==> config.mk <==
export PLATFORM = sky130hd
export DESIGN_NAME = dual_baud_gen
export DESIGN_NICKNAME = d
export VERILOG_FILES = /design/src/rtl/bdg_pkg.sv /design/src/rtl/bdg_ctrl.sv /design/src/rtl/bdg_chan.sv /design/src/rtl/bdg_path.sv /design/src/rtl/dual_baud_gen.sv
export SDC_FILE = /design/constraint.sdc
export NUM_CORES = 1
export LEC_CHECK = 0
export ABC_AREA = 1
export BUFFER_PORTS_ARGS = -buffer_cell sky130_fd_sc_hd__buf_4
export CELL_PAD_IN_SITES_DETAIL_PLACEMENT = 0
export CELL_PAD_IN_SITES_GLOBAL_PLACEMENT = 1
export CORE_MARGIN = 8
export CORE_UTILIZATION = 40
export DETAILED_ROUTE_END_ITERATION = 12
export PLACE_DENSITY = 0.84
export SLEW_MARGIN = 20
export SYNTH_ARGS = -nofsm -noshare
export SYNTH_HDL_FRONTEND = slang
export SYNTH_SLANG_ARGS = --single-unit
==> constraint.sdc <==
create_clock -name clk -period 1.92 [get_ports clk]
set_clock_uncertainty 0.05 [all_clocks]
set_input_delay 0.192 -clock clk [delete_from_list [all_inputs] [get_ports clk]]
set_output_delay 0.192 -clock clk [all_outputs]
set_load 0.03 [all_outputs]
==> src/rtl/bdg_pkg.sv <==
package bdg_pkg;
  localparam int NUM_SLOTS = 4;
  localparam int SLOT_CTRL = 0;
  localparam int SLOT_IVL  = 1;
  localparam int SLOT_RX   = 2;
  localparam int SLOT_TX   = 3;
  localparam int NUM_CHAN  = 2;

  typedef struct packed {
    logic [NUM_SLOTS-1:0] load;
    logic                 preTick;
  } seqStrobes_t;
endpackage

==> src/rtl/bdg_ctrl.sv <==
module bdg_ctrl
  import bdg_pkg::*;
#(
  parameter int PRE_LO = 3,
  parameter int PRE_HI = 4
) (
  input  logic                 clk,
  input  logic                 rstN,
  input  logic                 loadStrobe,
  input  logic [NUM_SLOTS-1:0] reqLoad,
  input  logic                 preSel,
  output logic [NUM_SLOTS-1:0] pendLoad,
  output seqStrobes_t          seq
);
  localparam int PRE_W = $clog2(PRE_HI);

  logic [NUM_SLOTS-1:0] grant;
  logic [PRE_W-1:0]     preCnt;
  logic [PRE_W-1:0]     preMax;
  logic                 preTick;

  // lowest set pending bit wins
  always_comb begin
    grant = '0;
    if (loadStrobe) grant = pendLoad & (~pendLoad + 1'b1);
  end

  always_ff @(posedge clk or negedge rstN) begin
    if (!rstN) pendLoad <= '1;
    else       pendLoad <= (pendLoad & ~grant) | reqLoad;
  end

  assign preMax  = preSel ? PRE_W'(PRE_HI - 1) : PRE_W'(PRE_LO - 1);
  assign preTick = (preCnt >= preMax);

  always_ff @(posedge clk or negedge rstN) begin
    if (!rstN)                preCnt <= '0;
    else if (grant[SLOT_CTRL]) preCnt <= '0;
    else if (preTick)         preCnt <= '0;
    else                      preCnt <= preCnt + 1'b1;
  end

  assign seq.load    = grant;
  assign seq.preTick = preTick;
endmodule

==> src/rtl/bdg_chan.sv <==
module bdg_chan #(
  parameter int DIV_W   = 10,
  parameter int OCT_DIV = 8
) (
  input  logic             clk,
  input  logic             rstN,
  input  logic             restart,
  input  logic             preTick,
  input  logic             octMode,
  input  logic [DIV_W-1:0] divisor,
  output logic             tick
);
  localparam int OCT_W = $clog2(OCT_DIV);

  logic [OCT_W-1:0] octCnt;
  logic [DIV_W-1:0] divCnt;
  logic [DIV_W-1:0] divLast;
  logic             stageTick;
  logic             wrap;
  logic             half;

  assign stageTick = octMode ? (preTick && (octCnt == OCT_W'(OCT_DIV - 1))) : preTick;
  // zero divisor wraps to all ones, giving 2**DIV_W
  assign divLast   = divisor - 1'b1;
  assign wrap      = stageTick && (divCnt == divLast);

  always_ff @(posedge clk or negedge rstN) begin
    if (!rstN) begin
      octCnt <= '0;
      divCnt <= '0;
      half   <= 1'b0;
      tick   <= 1'b0;
    end else if (restart) begin
      octCnt <= '0;
      divCnt <= '0;
      half   <= 1'b0;
      tick   <= 1'b0;
    end else begin
      if (preTick)   octCnt <= octCnt + 1'b1;
      if (wrap)      divCnt <= '0;
      else if (stageTick) divCnt <= divCnt + 1'b1;
      if (wrap)      half <= ~half;
      tick <= wrap && half;
    end
  end
endmodule

==> src/rtl/bdg_path.sv <==
module bdg_path
  import bdg_pkg::*;
#(
  parameter int DIV_W       = 10,
  parameter int CTRL_W      = 8,
  parameter int IVL_W       = 8,
  parameter int PRE_SEL_BIT = 3,
  parameter int OCT_DIV     = 8
) (
  input  logic                clk,
  input  logic                rstN,
  input  seqStrobes_t         seq,
  input  logic [DIV_W:0]      loadData,
  output logic [CTRL_W-1:0]   ctrlWord,
  output logic [IVL_W-1:0]    intervalWord,
  output logic                preSel,
  output logic [NUM_CHAN-1:0] ticks
);
  always_ff @(posedge clk or negedge rstN) begin
    if (!rstN) begin
      ctrlWord     <= '0;
      intervalWord <= '0;
    end else begin
      if (seq.load[SLOT_CTRL]) ctrlWord     <= loadData[CTRL_W-1:0];
      if (seq.load[SLOT_IVL])  intervalWord <= loadData[IVL_W-1:0];
    end
  end

  assign preSel = ctrlWord[PRE_SEL_BIT];

  for (genvar g = 0; g < NUM_CHAN; g++) begin : gChan
    logic [DIV_W:0] rateQ;
    always_ff @(posedge clk or negedge rstN) begin
      if (!rstN)                     rateQ <= '0;
      else if (seq.load[SLOT_RX + g]) rateQ <= loadData;
    end
    bdg_chan #(.DIV_W(DIV_W), .OCT_DIV(OCT_DIV)) uChan (
      .clk     (clk),
      .rstN    (rstN),
      .restart (seq.load[SLOT_RX + g]),
      .preTick (seq.preTick),
      .octMode (rateQ[DIV_W]),
      .divisor (rateQ[DIV_W-1:0]),
      .tick    (ticks[g])
    );
  end
endmodule

==> src/rtl/dual_baud_gen.sv <==
module dual_baud_gen
  import bdg_pkg::*;
#(
  parameter int DIV_W       = 10,
  parameter int CTRL_W      = 8,
  parameter int IVL_W       = 8,
  parameter int PRE_SEL_BIT = 3,
  parameter int PRE_LO      = 3,
  parameter int PRE_HI      = 4,
  parameter int OCT_DIV     = 8,
  localparam int RATE_W     = DIV_W + 1
) (
  input  logic                 clk,
  input  logic                 rstN,
  input  logic                 loadStrobe,
  input  logic [RATE_W-1:0]    loadData,
  input  logic [NUM_SLOTS-1:0] reqLoad,
  output logic [CTRL_W-1:0]    ctrlWord,
  output logic [IVL_W-1:0]     intervalWord,
  output logic [NUM_SLOTS-1:0] pendLoad,
  output logic                 rxTick,
  output logic                 txTick
);
  seqStrobes_t          seq;
  logic                 preSel;
  logic [NUM_CHAN-1:0]  ticks;

  bdg_ctrl #(.PRE_LO(PRE_LO), .PRE_HI(PRE_HI)) uCtrl (
    .clk        (clk),
    .rstN       (rstN),
    .loadStrobe (loadStrobe),
    .reqLoad    (reqLoad),
    .preSel     (preSel),
    .pendLoad   (pendLoad),
    .seq        (seq)
  );

  bdg_path #(
    .DIV_W(DIV_W), .CTRL_W(CTRL_W), .IVL_W(IVL_W),
    .PRE_SEL_BIT(PRE_SEL_BIT), .OCT_DIV(OCT_DIV)
  ) uPath (
    .clk          (clk),
    .rstN         (rstN),
    .seq          (seq),
    .loadData     (loadData),
    .ctrlWord     (ctrlWord),
    .intervalWord (intervalWord),
    .preSel       (preSel),
    .ticks        (ticks)
  );

  assign rxTick = ticks[0];
  assign txTick = ticks[1];
endmodule

== Word-level counts from Yosys, hierarchy flattened ==
Index checks and enable logic that the tools add are counted.

* Flip-flop bits (word level): 74
* Output and inout bits: 22
* Word-level logic and storage cells: 68

* Eq/ne operators: 4
* Mux-type cells: 22
* Reductions and logical operators: 12
* Magnitude comparators: 1
* $add $sub $neg: 8
* Bitwise gates (word level): 7

{| class="wikitable"
|+ Operator list
! operator !! count
|-
| $mux 10 || 6
|-
| $add 10x1->10 const B || 2
|-
| $eq 10x10->1 || 2
|-
| $sub 10x1->10 const B || 2
|-
| $mux 3 || 4
|-
| $mux 1 || 9
|-
| $and 4x4->4 || 2
|-
| $not 4->4 || 2
|-
| $reduce_bool 2->1 || 4
|-
| $add 3x1->3 const B || 2
|-
| $eq 3x3->1 const B || 2
|-
| $logic_and 1x1->1 || 6
|-
| $reduce_bool 3->1 || 2
|-
| $add 4x1->4 const B || 1
|-
| $mux 2 || 2
|-
| $mux 4 || 1
|-
| $or 4x4->4 || 1
|-
| $add 2x1->2 const B || 1
|-
| $ge 2x2->1 || 1
|-
| $not 1->1 || 2
|}

== Depth between registers and ports, before layout ==
* Depth in word-level cells: 7
* Gate-level depth with buffers: 14
* Depth with buffers taken out: 14

== Cells and area by module ==
From an unflattened synthesis, not the netlist that was laid out.

* Cells, all modules: 555
* Area, all modules: 4312.9 µm²

{| class="wikitable"
|+ By module, submodules not included
! module !! area an instance (µm²) !! cells an instance !! seq. area each (µm²) !! instances
|-
| bdg_path || 1461.4 || 163 || 950.9 || 1
|-
| bdg_chan at uPath.gChan[0].uChan || 1301.2 || 179 || 375.4 || 1
|-
| bdg_chan at uPath.gChan[1].uChan || 1239.9 || 177 || 375.4 || 1
|-
| bdg_ctrl || 310.3 || 36 || 155.1 || 1
|}

== Worst setup path before layout ==
Ideal clock, no wire load.

* Path kind: reg2reg
* From: register uCtrl.preCnt[0]
* To: register uPath.gChan[0].uChan.divCnt[5]
* Data arrival time: 1631 ps
* Period minus slack after synthesis: 1802 ps
* Library setup time: 121 ps
* Path buffers: 0
* Slack: 118 ps
* Stages on the path, launching flop included: 14
* Cells stage by stage: dfrtp_1 inv_1 ha_1 inv_2 nand2_2 nand2_4 nor2_8 nand2_1 nor2_2 nand2_1 nor2_4 nand3_4 nand2_4 nor2_2

* Word-level cells in the longest chain between the ends: 6
* Elaborated cells between the ends (all ways): 7
* Those cells by class: 1 x order compare; 3 x mux; 3 x reduce/logical

{| class="wikitable"
|+ RTL lines
! what !! RTL line !! source
|-
| start, declared || bdg_ctrl.sv:18 || <nowiki>logic [PRE_W-1:0] preCnt;</nowiki>
|-
| start signal, assigned || bdg_ctrl.sv:40 || <nowiki>else preCnt <= preCnt + 1'b1;</nowiki>
|-
| $ge 2x2->1 * || bdg_ctrl.sv:34 || <nowiki>assign preTick = (preCnt >= preMax);</nowiki>
|-
| $logic_and 1x1->1 || bdg_chan.sv:22 || <nowiki>assign stageTick = octMode ? (preTick && (octCnt == OCT_W'(OCT_DIV - 1))) : preTick;</nowiki>
|-
| $mux 1 * || bdg_chan.sv:22 ||
|-
| $logic_and 1x1->1 || bdg_chan.sv:25 || <nowiki>assign wrap = stageTick && (divCnt == divLast);</nowiki>
|-
| $mux 10 || bdg_chan.sv:40 || <nowiki>if (wrap) divCnt <= '0;</nowiki>
|-
| $mux 10 || bdg_chan.sv:33 || <nowiki>end else if (restart) begin</nowiki>
|-
| end signal, assigned || bdg_chan.sv:41 || <nowiki>else if (stageTick) divCnt <= divCnt + 1'b1;</nowiki>
|-
| end, declared || bdg_chan.sv:16 || <nowiki>logic [DIV_W-1:0] divCnt;</nowiki>
|}

Mark *: on every way between the ends. The rest lies on a longest branch, timed or not.
A chain may end at the register's enable or synchronous reset.

== Worst setup path in the final report ==
* From: register uPath.ctrlWord[3]
* To: register uPath.gChan[0].uChan.divCnt[7]

* Word-level cells in the longest chain between the ends: 7
* Elaborated cells between the ends (all ways): 8
* Those cells by class: 1 x order compare; 4 x mux; 3 x reduce/logical

{| class="wikitable"
|+ RTL lines
! what !! RTL line !! source
|-
| start, declared || bdg_path.sv:14 || <nowiki>output logic [CTRL_W-1:0] ctrlWord,</nowiki>
|-
| start signal, assigned || bdg_path.sv:24 || <nowiki>if (seq.load[SLOT_CTRL]) ctrlWord <= loadData[CTRL_W-1:0];</nowiki>
|-
| $mux 1 * || bdg_ctrl.sv:33 || <nowiki>assign preMax = preSel ? PRE_W'(PRE_HI - 1) : PRE_W'(PRE_LO - 1);</nowiki>
|-
| $ge 2x2->1 * || bdg_ctrl.sv:34 ||
|-
| $logic_and 1x1->1 || bdg_chan.sv:22 ||
|-
| $mux 1 * || bdg_chan.sv:22 ||
|-
| $logic_and 1x1->1 || bdg_chan.sv:25 ||
|-
| $mux 10 || bdg_chan.sv:40 ||
|-
| $mux 10 || bdg_chan.sv:33 ||
|}

Marks and branches as above.

==> results_dict.tcl <==
set metrics [dict create \
    clkLatencyLatePin_ns 0.36 \
    status "complete, no violations" \
    final_util_pct 49.32 \
    synth_area_um2 4125 \
    met2_length_um 4418 \
    final.period_utilization_pct 98.51 \
    criticalPathCategory "flip-flop to flip-flop" \
    hold_class "input pin to flip-flop" \
    initial_utilization_pct 40.50 \
    seq_area_frac_synth_pct 45.01 \
    grt.total_usage_pct 14.43 \
    maxCapViolCount 0 \
    place_hpwl_um 7337 \
    clock-root-buffer "clkbuf_8" \
    clock-sinks 74 \
    grt_pass1_vias 3467 \
    vias 3457 \
    p_leak_nw 2.604 \
    synth_nets 567 \
    place_congestion 0.8487 \
    max_slew_margin_pct 65.25 \
    drt-total-wl_um 9582 \
    fin_crit_ns 1.891 \
    p_comb_share_pct 36.1 \
    h-tree-depth 3 \
    dieArea_um2 13820 \
    pwr-share-seq_pct 40.2 \
    clock_path_buffers 2 \
    drt-met1-wl_um 4506 \
    yosys_warnings 0 \
    antenna_found_initial 0 \
    syn-mean-instance-area_um2 7.639 \
    rsz0062_at_grt "true" \
    grt_pass1_wl_um 16480 \
    hold_viol 0 \
    p_clk_share_pct 23.6 \
    startpoint_type "flip-flop" \
    area_delta_synth_final_pct 21.78 \
    drt-initial-drc-count 111 \
    io_pins 40 \
    cp_max_fo 8 \
    switching_power_mw 2.159 \
    grt_max_degree 39 \
    fmax_mhz 528.7 \
    cp.arrival_ns 2.08 \
    p_per_area_nw_per_um2 1092 \
    met3_length_um 421 \
    dp_cells 719 \
    ant_nets 0 \
    ys.flop_type "dfrtp_1" \
    synth_edf_count 0 \
    swShare_pct 39.36 \
    fp.dieW_um 117.6 \
    required_ns 2.11 \
    cts_buffers 9 \
    drc_errors 0 \
    fp-row-count 37 \
    whs_path_depth 3 \
    synth-async-reset-ratio_pct 100.0 \
    io_buffers 39 \
    fin_nets 629 \
    layout.cells.non_filler 743 \
    via_per_inst 4.653 \
    r2r_cells 12 \
    clk_pin_slew_worst_paths_ns 0.08 \
    synth-seq-cells 74 \
    wl_per_cell_um 12.90 \
    coreArea_um2 10180 \
    p_int_mw 3.326 \
    die_height_um 117.6 \
    cts_tree "yes" \
    grt_overflow 0 \
    finalSetupViolCount 0 \
    ir_worst_vdd_v 0.0003974 \
    yosys.cell_types.count 35 \
    maxSlewViolCount 0 \
    syn_inst 540 \
    diodes 0 \
    dr.pass1.iters 4 \
    routed.top_layer "met4" \
    worst_pin_slew_ns 0.5198 \
    cp-end-kind "flip-flop" \
    final_layout_size_suffix_gt1_share_pct 20.26 \
]
[Yosys cell counts, drive strengths merged (3+ instances only)]
master	count	share of area, %
a21oi	6	0.73
clkbuf	8	0.73
dfrtp	70	42
dfstp	4	2.5
ha	9	2.7
inv	80	7.3
nand2	168	16
nand3	36	4.9
nand4	7	1.1
nor2	65	7.8
nor3	5	0.85
nor3b	3	0.55
o21ai	42	5.1
xnor2	9	1.9
xor2	14	3.0
[final cells by class]
cell class | instances | area (um^2)
Sequential cell | 74 | 1857
Multi-Input combinational cell | 376 | 2003
Timing Repair Buffer | 60 | 478.0
Tap cell | 136 | 170.2
Clock inverter | 6 | 72.57
Fill cell | 1021 | 5161
Clock buffer | 10 | 137.6
Inverter | 81 | 305.3
[worst paths after layout]
kind | startpoint | endpoint | slack [ns]
setup reg to reg | uPath.ctrlWord[3] | uPath.gChan[0].uChan.divCnt[7] | 0.03
hold reg to reg | uPath.ctrlWord[7] | uPath.ctrlWord[7] | 0.45
min in group asynchronous | rstN | uPath.gChan[0].uChan.divCnt[7] | 0.30
setup / recovery | uPath.ctrlWord[3] | uPath.gChan[0].uChan.divCnt[7] | 0.03
max in group asynchronous | rstN | uCtrl.pendLoad[1] | 0.89
hold / removal | loadData[9] | uPath.gChan[0].rateQ[9] | 0.09
[repair_timing]
item	4_1_cts	5_1_grt
buffers inserted	0	2
resized for setup	0	19
setup endpoints to repair	0	24
hold endpoints to repair	38	0
hold buffers	6	0
[metrics by stage]
step           power, mW  instance area (um^2)  setup slack, ns  hold WS, ns  TNS [ns]
3_5_place_dp       4.117                  4661          0.03666       0.1494         0
5_1_grt            5.930                  5024          -0.1033      0.08914   -0.9240
4_1_cts            5.437                  4931          0.03116      0.06626         0
2_1_floorplan      3.529                  4125           0.1181      -0.1536         0
3_3_place_gp       4.059                  4661           0.1039       0.1485         0
6_report           5.485                  5024          0.02867      0.08726         0
[registers in the layout, summed over array words and instances (netlist names)]
signal,flops
uCtrl.pendLoad,4
uCtrl.preCnt,2
uPath.ctrlWord,8
uPath.gChan.rateQ,22
uPath.gChan.uChan.divCnt,20
uPath.gChan.uChan.half,2
uPath.gChan.uChan.octCnt,6
uPath.gChan.uChan.tick,2
uPath.intervalWord,8
[logic make-up after synthesis]
kind of cell | count (synthesis) | share of synthesized area, %
simple gates | 290 | 32.21
buf+inv | 90 | 8.310
flops | 74 | 45.01
compound gates | 54 | 6.855
xor+xnor | 23 | 4.883
fa+ha+maj | 9 | 2.730
[layer usage]
layer  vias up  global-route usage, %
met5         -                      0
met4         0                  6.325
met3        19                  3.357
met2        60                  23.58
met1      1583                  17.82
li1       1795                      -
[placed cells by master, fill, tap and decap left out, types with 2 or more instances in the layout]
master | netlist | routed
nand3b_1 | 2 | 2
a21o_1 | 2 | 2
clkinv_4 | 0 | 2
inv_2 | 4 | 9
nor2_1 | 49 | 45
nor3_1 | 3 | 3
o21ai_0 | 42 | 42
nand4_1 | 7 | 7
buf_4 | 1 | 53
ha_1 | 9 | 6
nor3_2 | 2 | 2
o21bai_1 | 2 | 2
nor2_2 | 12 | 13
ha_4 | 0 | 3
nand2_4 | 2 | 4
nor3b_1 | 3 | 3
xnor2_1 | 9 | 9
nor2_8 | 2 | 2
a21oi_1 | 6 | 6
nand3_2 | 2 | 2
nor2_4 | 2 | 5
clkbuf_8 | 0 | 10
xor2_1 | 14 | 14
nand2_1 | 159 | 157
dlygate4sd3_1 | 0 | 6
dfstp_2 | 4 | 4
nand2_2 | 7 | 7
inv_6 | 0 | 2
dfrtp_1 | 70 | 70
nand3_1 | 33 | 33
inv_1 | 76 | 71
[power groups by stage]
stage	logic, mW	registers [mW]	clock network, mW
after global routing	2.28	2.26	1.39
final	1.98	2.21	1.30
after global placement	1.85	2.21	0
after detailed placement	1.89	2.23	0
after floorplan	1.28	2.25	0
after CTS	1.91	2.20	1.33
[worst max-delay path, cell delays in order, from the launching register on]
cell and delay [ns]:
dfrtp_1 0.42, ha_4 0.27, inv_2 0.03, nand2_2 0.06, nand2_4 0.08, nor2_8 0.17, nand2_2 0.08, nor2_4 0.10
nand2_2 0.07, nor2_4 0.12, nand3_4 0.13, nand2_4 0.15, nor2_2 0.05
Power figures use the tool's default switching activity.
